File: src/rtl/pwmtb_pkg.sv
package pwmtb_pkg;

    localparam int SRC_W   = 2;
    localparam int N_SRC   = 1 << SRC_W;
    localparam int DIV_W   = 18;
    localparam int FRAC_W  = 8;
    localparam int INT_W   = DIV_W - FRAC_W;
    localparam int SPAN_W  = INT_W + 1;
    localparam int RES_MAX = 14;
    localparam int RES_W   = 4;
    localparam int CNT_W   = RES_MAX;

    localparam logic [DIV_W-1:0] DIV_MIN = DIV_W'(1 << FRAC_W);

    typedef struct packed {
        logic [SRC_W-1:0] src;
        logic [DIV_W-1:0] div;
        logic [RES_W-1:0] res;
    } tcfg_t;

    localparam tcfg_t CFG_RESET = '{src: '0, div: DIV_MIN, res: RES_W'(RES_MAX)};

    function automatic logic div_ok(input logic [DIV_W-1:0] d);
        return d >= DIV_MIN;
    endfunction

    function automatic logic res_ok(input logic [RES_W-1:0] r);
        return (r != '0) && (r <= RES_W'(RES_MAX));
    endfunction

    // Apply a write request onto a base configuration, keeping illegal fields.
    function automatic tcfg_t merge_cfg(input tcfg_t base, input tcfg_t req);
        tcfg_t o;
        o     = base;
        o.src = req.src;
        if (div_ok(req.div)) o.div = req.div;
        if (res_ok(req.res)) o.res = req.res;
        return o;
    endfunction

    function automatic logic [CNT_W-1:0] wrap_of(input logic [RES_W-1:0] r);
        logic [CNT_W-1:0] w;
        w = '0;
        for (int i = 0; i < CNT_W; i++) begin
            if (i < int'(r)) w[i] = 1'b1;
        end
        return w;
    endfunction

endpackage

File: src/rtl/pwmtb_cfg.sv
module pwmtb_cfg
    import pwmtb_pkg::*;
(
    input  logic  clk,
    input  logic  rst,
    input  logic  low_speed,
    input  logic  wr,
    input  tcfg_t wr_cfg,
    input  logic  update,
    output tcfg_t act
);

    tcfg_t held;

    always_ff @(posedge clk) begin
        if (rst) begin
            held <= CFG_RESET;
            act  <= CFG_RESET;
        end else begin
            if (wr) held <= merge_cfg(held, wr_cfg);
            if (!low_speed) begin
                if (wr) act <= merge_cfg(act, wr_cfg);
            end else if (update) begin
                act <= held;
            end
        end
    end

    AST_DIV_LEGAL: assert property (@(posedge clk) disable iff (rst)
        act.div >= DIV_MIN);
    AST_RES_LEGAL: assert property (@(posedge clk) disable iff (rst)
        act.res != '0 && act.res <= RES_W'(RES_MAX));
    AST_LS_HOLD: assert property (@(posedge clk) disable iff (rst)
        (low_speed && !update) |=> act == $past(act));
    AST_HS_APPLY: assert property (@(posedge clk) disable iff (rst)
        (!low_speed && wr && wr_cfg.div >= DIV_MIN) |=> act.div == $past(wr_cfg.div));

endmodule

File: src/rtl/pwmtb_frac_div.sv
module pwmtb_frac_div
    import pwmtb_pkg::*;
(
    input  logic             clk,
    input  logic             rst,
    input  logic             phase_rst,
    input  logic             src_pulse,
    input  logic [DIV_W-1:0] div,
    output logic             tick
);

    logic [SPAN_W-1:0] pos;
    logic [SPAN_W-1:0] span;
    logic [FRAC_W-1:0] acc;
    logic [FRAC_W:0]   acc_sum;
    logic [SPAN_W-1:0] int_part;

    assign int_part = {1'b0, div[DIV_W-1:FRAC_W]};
    assign acc_sum  = {1'b0, acc} + {1'b0, div[FRAC_W-1:0]};
    assign tick     = src_pulse && ((pos + SPAN_W'(1)) >= span);

    always_ff @(posedge clk) begin
        if (rst || phase_rst) begin
            pos  <= '0;
            acc  <= '0;
            span <= int_part;
        end else if (tick) begin
            pos  <= '0;
            acc  <= acc_sum[FRAC_W-1:0];
            span <= int_part + SPAN_W'(acc_sum[FRAC_W]);
        end else if (src_pulse) begin
            pos  <= pos + SPAN_W'(1);
        end
    end

    AST_SPAN_NONZERO: assert property (@(posedge clk) disable iff (rst)
        span != '0);

endmodule

File: src/rtl/pwmtb_counter.sv
module pwmtb_counter
    import pwmtb_pkg::*;
(
    input  logic             clk,
    input  logic             rst,
    input  logic             clr,
    input  logic             tick,
    input  logic [CNT_W-1:0] wrap,
    output logic [CNT_W-1:0] cnt,
    output logic             ovf
);

    always_ff @(posedge clk) begin
        if (rst || clr) begin
            cnt <= '0;
            ovf <= 1'b0;
        end else if (tick) begin
            if (cnt >= wrap) begin
                cnt <= '0;
                ovf <= 1'b1;
            end else begin
                cnt <= cnt + CNT_W'(1);
                ovf <= 1'b0;
            end
        end else begin
            ovf <= 1'b0;
        end
    end

    AST_OVF_AT_ZERO: assert property (@(posedge clk) disable iff (rst)
        ovf |-> cnt == '0);
    AST_WRAP_FROM_TOP: assert property (@(posedge clk) disable iff (rst)
        ovf |-> $past(cnt) >= $past(wrap));
    AST_CLR_ZERO: assert property (@(posedge clk) disable iff (rst)
        clr |=> (cnt == '0 && !ovf));

endmodule

File: src/rtl/pwmtb_timer.sv
module pwmtb_timer
    import pwmtb_pkg::*;
(
    input  logic             clk,
    input  logic             rst,
    input  logic             low_speed,
    input  logic             cfg_wr,
    input  logic [1:0]       cfg_src,
    input  logic [17:0]      cfg_div,
    input  logic [3:0]       cfg_res,
    input  logic             cfg_update,
    input  logic             timer_rst,
    input  logic [3:0]       src_en,
    output logic [13:0]      cnt,
    output logic             ovf
);

    tcfg_t            req;
    tcfg_t            act;
    logic             src_pulse;
    logic             tick;
    logic [CNT_W-1:0] wrap;

    assign req = '{src: cfg_src, div: cfg_div, res: cfg_res};

    pwmtb_cfg u_cfg (
        .clk       (clk),
        .rst       (rst),
        .low_speed (low_speed),
        .wr        (cfg_wr),
        .wr_cfg    (req),
        .update    (cfg_update),
        .act       (act)
    );

    assign src_pulse = src_en[act.src];
    assign wrap      = wrap_of(act.res);

    pwmtb_frac_div u_div (
        .clk       (clk),
        .rst       (rst),
        .phase_rst (timer_rst),
        .src_pulse (src_pulse),
        .div       (act.div),
        .tick      (tick)
    );

    pwmtb_counter u_cnt (
        .clk  (clk),
        .rst  (rst),
        .clr  (timer_rst),
        .tick (tick),
        .wrap (wrap),
        .cnt  (cnt),
        .ovf  (ovf)
    );

    AST_IDLE_SRC: assert property (@(posedge clk) disable iff (rst)
        (!timer_rst && !src_en[act.src]) |=> $stable(cnt));

endmodule

File: config.mk
export PLATFORM = sky130hd
export DESIGN_NAME = pwmtb_timer
export DESIGN_NICKNAME = d
export VERILOG_FILES = /design/src/rtl/pwmtb_pkg.sv /design/src/rtl/pwmtb_cfg.sv /design/src/rtl/pwmtb_frac_div.sv /design/src/rtl/pwmtb_counter.sv /design/src/rtl/pwmtb_timer.sv
export SDC_FILE = /design/constraint.sdc
export NUM_CORES = 1
export LEC_CHECK = 0
export ABC_CLOCK_PERIOD_IN_PS = 3900
export BUFFER_PORTS_ARGS = -buffer_cell sky130_fd_sc_hd__buf_2
export CELL_PAD_IN_SITES_DETAIL_PLACEMENT = 0
export CELL_PAD_IN_SITES_GLOBAL_PLACEMENT = 1
export CORE_MARGIN = 4
export CORE_UTILIZATION = 47
export CTS_BUF_LIST = sky130_fd_sc_hd__clkbuf_8
export DETAILED_ROUTE_END_ITERATION = 12
export MAX_ROUTING_LAYER = met4
export PLACE_DENSITY = 0.81
export SLEW_MARGIN = 20
export SYNTH_ARGS = -nofsm -noshare
export SYNTH_HDL_FRONTEND = slang
export SYNTH_SLANG_ARGS = --single-unit
export TNS_END_PERCENT = 50
File: constraint.sdc
create_clock -name clk -period 3.9 [get_ports clk]
set_input_delay 0.585 -clock clk [delete_from_list [all_inputs] [get_ports clk]]
set_output_delay 0.585 -clock clk [all_outputs]
set_load 0.1 [all_outputs]
==> flow_metrics.tcl, run 1 <==
set metrics [dict create \
    synth_top_family_by_area "simple AND/OR/NAND/NOR gates" \
    period_needed_ps 3220 \
    path_cells "ha_1 -> and3_1 -> and3_1 -> nand3_1 -> xnor2_1 -> ha_1 -> a21o_1 -> a211o_1 -> a211oi_2 -> or2_1 -> nor2_1 -> a41o_1" \
    synthAdderAreaFrac_pct 9.38 \
    antennaDiodeCount 0 \
    status "completed" \
    synth-xor-area-share_pct 5.95 \
    holdBufCountCts 0 \
    grt_pass1_wl_um 17900 \
    cts_setup_buffers 0 \
    design_area_sq_um 5640 \
    synth_top_area_share_pct 32.3 \
    hpwl_um 7770 \
    power_leakage_nw 2.49 \
    hold_viol_final 0 \
    stdcell_count 744 \
    clk_pin_slew_ps 90 \
    tritoncts "done" \
    synth-simple-area-share_pct 18.5 \
    finalCritPeriodShare_pct 82.6 \
    synth_mux_area_share_pct 7.43 \
    crit_end "u_cnt.cnt[2]$_SDFFE_PP0P_" \
    yosysSeqAreaShare_pct 38.1 \
    die_w_um 113 \
    start_kind "register" \
    final_common_cell "dfxtp_1" \
    drv_cap 0 \
    synth_edf_count 10 \
    slew_violations 0 \
    ys_top_cells_by_area "dfxtp_1 (32%), ha_1 (9.0%), mux2i_1 (7.0%)" \
    place_congestion 0.837 \
    utilization_pct 53.7 \
    grt.total_usage_pct 17.5 \
    hp-class "reg2reg" \
    synth_compound_area_share_pct 16.2 \
    worstPathRequired_ps 4150 \
    io_buffer_count 48 \
    ios 49 \
    grt_pass1_vias 3836 \
    place_area_sq_um 5470 \
    drc 0 \
    rrSetupSlack_ps 680 \
    synth_flop_cell "dfxtp_1" \
    syn_area_per_cell_sq_um 9.05 \
    cts.sinks 93 \
    r2r_cells 12 \
    slew_headroom_pct 32.3 \
    worstPathMaxFanout 7 \
    num_rows 37 \
    nNetsFinal 676 \
    fin_setup_tns_ps 0 \
    worstSkewPairLatency_ps 360 \
    asyncSetResetFlopFracSynth_pct 0 \
    synth_cell_types 54 \
    cts.repair.resized 0 \
    crit_path_start "u_div.pos[0]$_SDFFE_PP0P_" \
    netlist_area_sq_um 5150 \
    core_sq_um 10500 \
    tightest_slew_ps 1010 \
    fin_ws_ps 679 \
    overflow 0 \
    routedWlPerCell_um 13.9 \
    area_delta_synth_final_pct 9.55 \
    antenna_left 0 \
    antenna_found_initial 0 \
    initial_core_util_pct 49.0 \
    grt_max_degree 50 \
    slowest_stage "dfxtp_1" \
    min_path_cells 2 \
    ctsHtreeMaxLevel 3 \
    die_area_sq_um 12700 \
    numCtsBuffers 9 \
    preCtsSetupSlack_ps 718 \
    viasPerCell 5.42 \
    setup_viol_count_final 0 \
    cp.arrival_ps 3470 \
    endpoint_kind "register" \
    drt-total-wl_um 10300 \
    cts-root-buf "clkbuf_8" \
    clk_path_buf_depth 2 \
    synth_nets 641 \
    syn_inst 569 \
    via_count 4033 \
    slowest_delay_ps 400 \
    dp.cells 729 \
    drt_iter0_markers 210 \
    r2r-start "u_div.pos[0]$_SDFFE_PP0P_" \
    ir_worst_vdd_uv 279 \
    die_height_um 113 \
    critPathKind "reg2reg" \
    synth_seq_cells 93 \
    max_freq_mhz 310 \
    powerDensity_nw_per_um2 333 \
    clock_skew_ps 9.06 \
    synth_warnings 0 \
    grt_setup_unrepaired "no" \
    mostFrequentLayoutCells "dfxtp_1 (83), nor2_1 (67), nand2_1 (62)" \
    layout-drive-gt1-share_pct 15.8 \
    synth_top_area_cell "dfxtp_1" \
    reg2reg_to "u_cnt.cnt[2]$_SDFFE_PP0P_" \
    first_pass_iters 4 \
]
==> worst min path at each step <==
stage,startpoint,to,slack [ps]
6_report,u_cfg.held[16]$_SDFFE_PP0P_,u_cfg.held[16]$_SDFFE_PP0P_,460
5_1_grt,cfg_div[1],u_cfg.held[5]$_SDFFE_PP0P_,460
4_1_cts,cfg_src[1],u_cfg.held[23]$_SDFFE_PP0P_,450
3_5_place_dp,u_cfg.held[13]$_SDFFE_PP0P_,u_cfg.held[13]$_SDFFE_PP0P_,450
3_3_place_gp,u_cfg.held[19]$_SDFFE_PP0P_,u_cfg.held[19]$_SDFFE_PP0P_,440
2_1_floorplan,u_cfg.held[2]$_SDFFE_PP1P_,u_cfg.held[2]$_SDFFE_PP1P_,440
==> final cells by class <==
type / instances / area (sq um)
Clock buffer: 10 / 138
Clock inverter: 5 / 35.0
Fill cell: 977 / 4870
Inverter: 20 / 75.1
Multi-Input combinational cell: 426 / 2980
Sequential cell: 93 / 1960
Tap cell: 136 / 170
Timing Repair Buffer: 54 / 285
==> power breakdown <==
| part | internal [mW] | switching, mW | leakage, nW |
|---|---|---|---|
| Sequential | 1.02 | 0.0352 | 0.787 |
| Combinational | 0.104 | 0.143 | 1.62 |
| Clock | 0.247 | 0.332 | 0.0851 |
| Total | 1.37 | 0.511 | 2.49 |
==> cells by family (layout without fill, tap and decap cells) <==
kind of cell	Yosys count	after routing
xor+xnor	35	35
buf+inv	50	89
simple gates	207	207
compound gates	109	109
flops	93	93
fa+ha+maj	38	38
mux	37	37
==> registers in the layout (all words and copies together), names as in the netlist <==
name        flops
u_div.acc       8
u_div.span     11
u_cfg.act      24
u_cnt.cnt      14
u_cfg.held     24
u_cnt.ovf       1
u_div.pos      11
==> metal layers <==
layer  GRT usage, %  vias to the layer above  wire, um
met2           26.7                       54      4700
met5              -                        -         0
li1               -                     2099         -
met1           23.4                     1873      5210
met4           4.33                        0        85
met3           3.99                        7       340
==> cells in the mapped netlist, drive strengths merged (7+ instances only) <==
cell type / number
dfxtp: 83
nor3: 7
inv: 20
nand2b: 7
ha: 37
nand4: 9
a21oi: 24
xnor2: 18
xor2: 17
o21ai: 21
o31ai: 7
and3: 16
mux2i: 36
nand3: 19
clkbuf: 20
nor2: 67
edfxtp: 10
a211oi: 23
buf: 10
nand2: 62
==> critical path, delay by kind of cell, from the launching register on <==
kind | cells | cell delay (ps)
XOR/XNOR | 1 | 150
AO/OA/AOI/OAI | 4 | 1080
AND/OR/NAND/NOR | 5 | 1070
flip-flops | 1 | 400
adder cells (fa/ha/maj) | 2 | 420
==> per-stage QoR <==
step           hold slack, ps  power (mW)
6_report                  456        1.88
5_1_grt                   457        1.98
4_1_cts                   447        1.90
3_5_place_dp              446        1.32
3_3_place_gp              441        1.31
2_1_floorplan             435        1.26
No activity file was read; power rests on OpenSTA's default activity.
==> run 2: changes to the inputs <==
--- a/config.mk
+++ b/config.mk
@@ -5,16 +5,16 @@
 export SDC_FILE = /design/constraint.sdc
 export NUM_CORES = 1
 export LEC_CHECK = 0
-export ABC_CLOCK_PERIOD_IN_PS = 3900
+export ABC_CLOCK_PERIOD_IN_PS = 2800
 export BUFFER_PORTS_ARGS = -buffer_cell sky130_fd_sc_hd__buf_2
 export CELL_PAD_IN_SITES_DETAIL_PLACEMENT = 0
 export CELL_PAD_IN_SITES_GLOBAL_PLACEMENT = 1
 export CORE_MARGIN = 4
-export CORE_UTILIZATION = 47
+export CORE_UTILIZATION = 43
 export CTS_BUF_LIST = sky130_fd_sc_hd__clkbuf_8
 export DETAILED_ROUTE_END_ITERATION = 12
 export MAX_ROUTING_LAYER = met4
-export PLACE_DENSITY = 0.81
+export PLACE_DENSITY = 0.78
 export SLEW_MARGIN = 20
 export SYNTH_ARGS = -nofsm -noshare
 export SYNTH_HDL_FRONTEND = slang
==> constraint.sdc (replaced) <==
create_clock -name clk -period 2.8 [get_ports clk]
set_input_delay 0.42 -clock clk [delete_from_list [all_inputs] [get_ports clk]]
set_output_delay 0.42 -clock clk [all_outputs]
set_load 0.1 [all_outputs]
==> run 2 against run 1 <==
Non-clock buffer count rose by 25. Clock-buffer cell count is 1 lower. Via count up 3.0%. Global-route usage fell by 0.091 points. Clock power grew 40%. Sequential power up 39%. Total power rose by 42%. Cell area up 7.1%. Clock skew is 4.7 ps higher. Combinational power increased by 57%. Critical path depth unchanged. Cell count rose by 4.4%. Highest routed layer unchanged.
==> flow_metrics.tcl, run 2 (synthesized netlist as in run 1, its figures left out) <==
set metrics [dict create \
    die_height_um 117 \
    cp.arrival_ps 2980 \
    slew_violations 0 \
    antenna_found_initial 0 \
    max_freq_mhz 367 \
    tightest_slew_ps 1030 \
    period_needed_ps 2730 \
    ir_worst_vdd_uv 397 \
    numCtsBuffers 9 \
    die_area_sq_um 13800 \
    core_sq_um 11600 \
    grt_max_degree 37 \
    first_pass_iters 4 \
    via_count 4153 \
    powerDensity_nw_per_um2 440 \
    drt_iter0_markers 147 \
    utilization_pct 52.3 \
    holdBufCountCts 0 \
    drt-total-wl_um 11400 \
    clock_skew_ps 13.8 \
    routedWlPerCell_um 14.7 \
    num_rows 39 \
    fin_ws_ps 71.9 \
    grt_setup_unrepaired "yes" \
    design_area_sq_um 6040 \
    critPathKind "reg2reg" \
    hpwl_um 8490 \
    overflow 0 \
    cp_num_cells 12 \
    worstPathMaxFanout 7 \
    drc 0 \
    crit_family "compound AO/OA/AOI/OAI gates" \
    drv_cap 0 \
    ios 49 \
    grt.total_usage_pct 17.4 \
    worstPathRequired_ps 3050 \
    mostFrequentLayoutCells "dfxtp_1 (79), nor2_1 (64), nand2_1 (61)" \
    die_w_um 117 \
    place_area_sq_um 5700 \
    initial_core_util_pct 44.5 \
    power_leakage_nw 2.64 \
    preCtsSetupSlack_ps -53.7 \
    nNetsFinal 701 \
    clk_pin_slew_ps 90 \
    fin_setup_tns_ps 0 \
    r2r_cells 12 \
    slowest_delay_ps 380 \
    hold_viol_final 0 \
    path_cells "ha_4 -> and3_4 -> and3_4 -> nand3_2 -> xnor2_1 -> ha_2 -> a21o_1 -> a211o_1 -> a211oi_4 -> or2_4 -> nor2_2 -> a22o_1" \
    finalCritPeriodShare_pct 97.4 \
    status "completed" \
    grt_pass1_wl_um 19700 \
    slew_headroom_pct 31.0 \
    holdWs_ps 299 \
    grt_pass1_vias 4168 \
    layout-drive-gt1-share_pct 24.3 \
    area_delta_synth_final_pct 17.3 \
    start_kind "register" \
    top_regs "u_cfg.act (24), u_cfg.held (24), u_cnt.cnt (14)" \
    crit_top_cell "and3_4" \
    place_congestion 0.866 \
    cts-root-buf "clkbuf_8" \
    ctsHtreeMaxLevel 3 \
    crit_buf_inv 0 \
    clk_path_buf_depth 2 \
    io_buffer_count 48 \
    final_common_cell "dfxtp_1" \
    setup_viol_count_final 0 \
    viasPerCell 5.34 \
    endpoint_kind "register" \
    min_path_cells 3 \
    antennaDiodeCount 0 \
    antenna_left 0 \
    slowest_stage "dfxtp_4" \
    cts.sinks 93 \
    hp-class "in2reg" \
    worstSkewPairLatency_ps 360 \
    tritoncts "done" \
]
[run 2: metal layers]
layer	part of all wire, %	track usage (%)	up-vias	routed length (um)
li1	-	-	2144	-
met5	0	-	-	0
met3	3.4	3.22	18	392
met4	1.6	5.21	0	180
met1	47	22.2	1920	5360
met2	48	28.2	71	5450
[run 2: power breakdown]
part           internal (mW)  total [mW]  switching [mW]
sequential              1.41        1.46          0.0451
combinational          0.167       0.388           0.222
clock                  0.326       0.812           0.486
total                   1.91        2.66           0.753
[run 2: worst min-delay path, stage by stage]
cell and delay (ps):
buf_2 90, mux2i_1 50, nor2_1 70
[run 2: repair_timing]
action / in CTS / in global routing
pin swaps: 0 / 19
endpoints found under the setup margin: 28 / 52
resized for setup: 5 / 35
setup buffers: 0 / 3
[run 2: path summary, 6_finish.rpt]
path | start | end | slack [ps]
setup / recovery | u_div.pos[0]$_SDFFE_PP0P_ | u_cnt.cnt[3]$_SDFFE_PP0P_ | 70
hold / removal | cfg_div[7] | u_cfg.held[11]$_SDFFE_PP0P_ | 300
hold reg to reg | u_cfg.held[21]$_SDFFE_PP0P_ | u_cfg.held[21]$_SDFFE_PP0P_ | 460
setup reg to reg | u_div.pos[0]$_SDFFE_PP0P_ | u_cnt.cnt[3]$_SDFFE_PP0P_ | 70
[run 2: per-stage QoR]
| stage | std cells | total power [mW] |
|---|---|---|
| finish | 777 | 2.66 |
| global route | 777 | 2.80 |
| CTS | 774 | 2.69 |
| detailed placement | 758 | 1.87 |
| global placement | 758 | 1.86 |
| floorplan | 569 | 1.76 |
[run 2: cell type report]
class | count | area (sq um)
Fill cell | 1062 | 5520
Multi-Input combinational cell | 426 | 3140
Sequential cell | 93 | 1970
Timing Repair Buffer | 79 | 497
Tap cell | 143 | 179
Clock buffer | 9 | 124
Inverter | 20 | 75.1
Clock inverter | 7 | 51.3
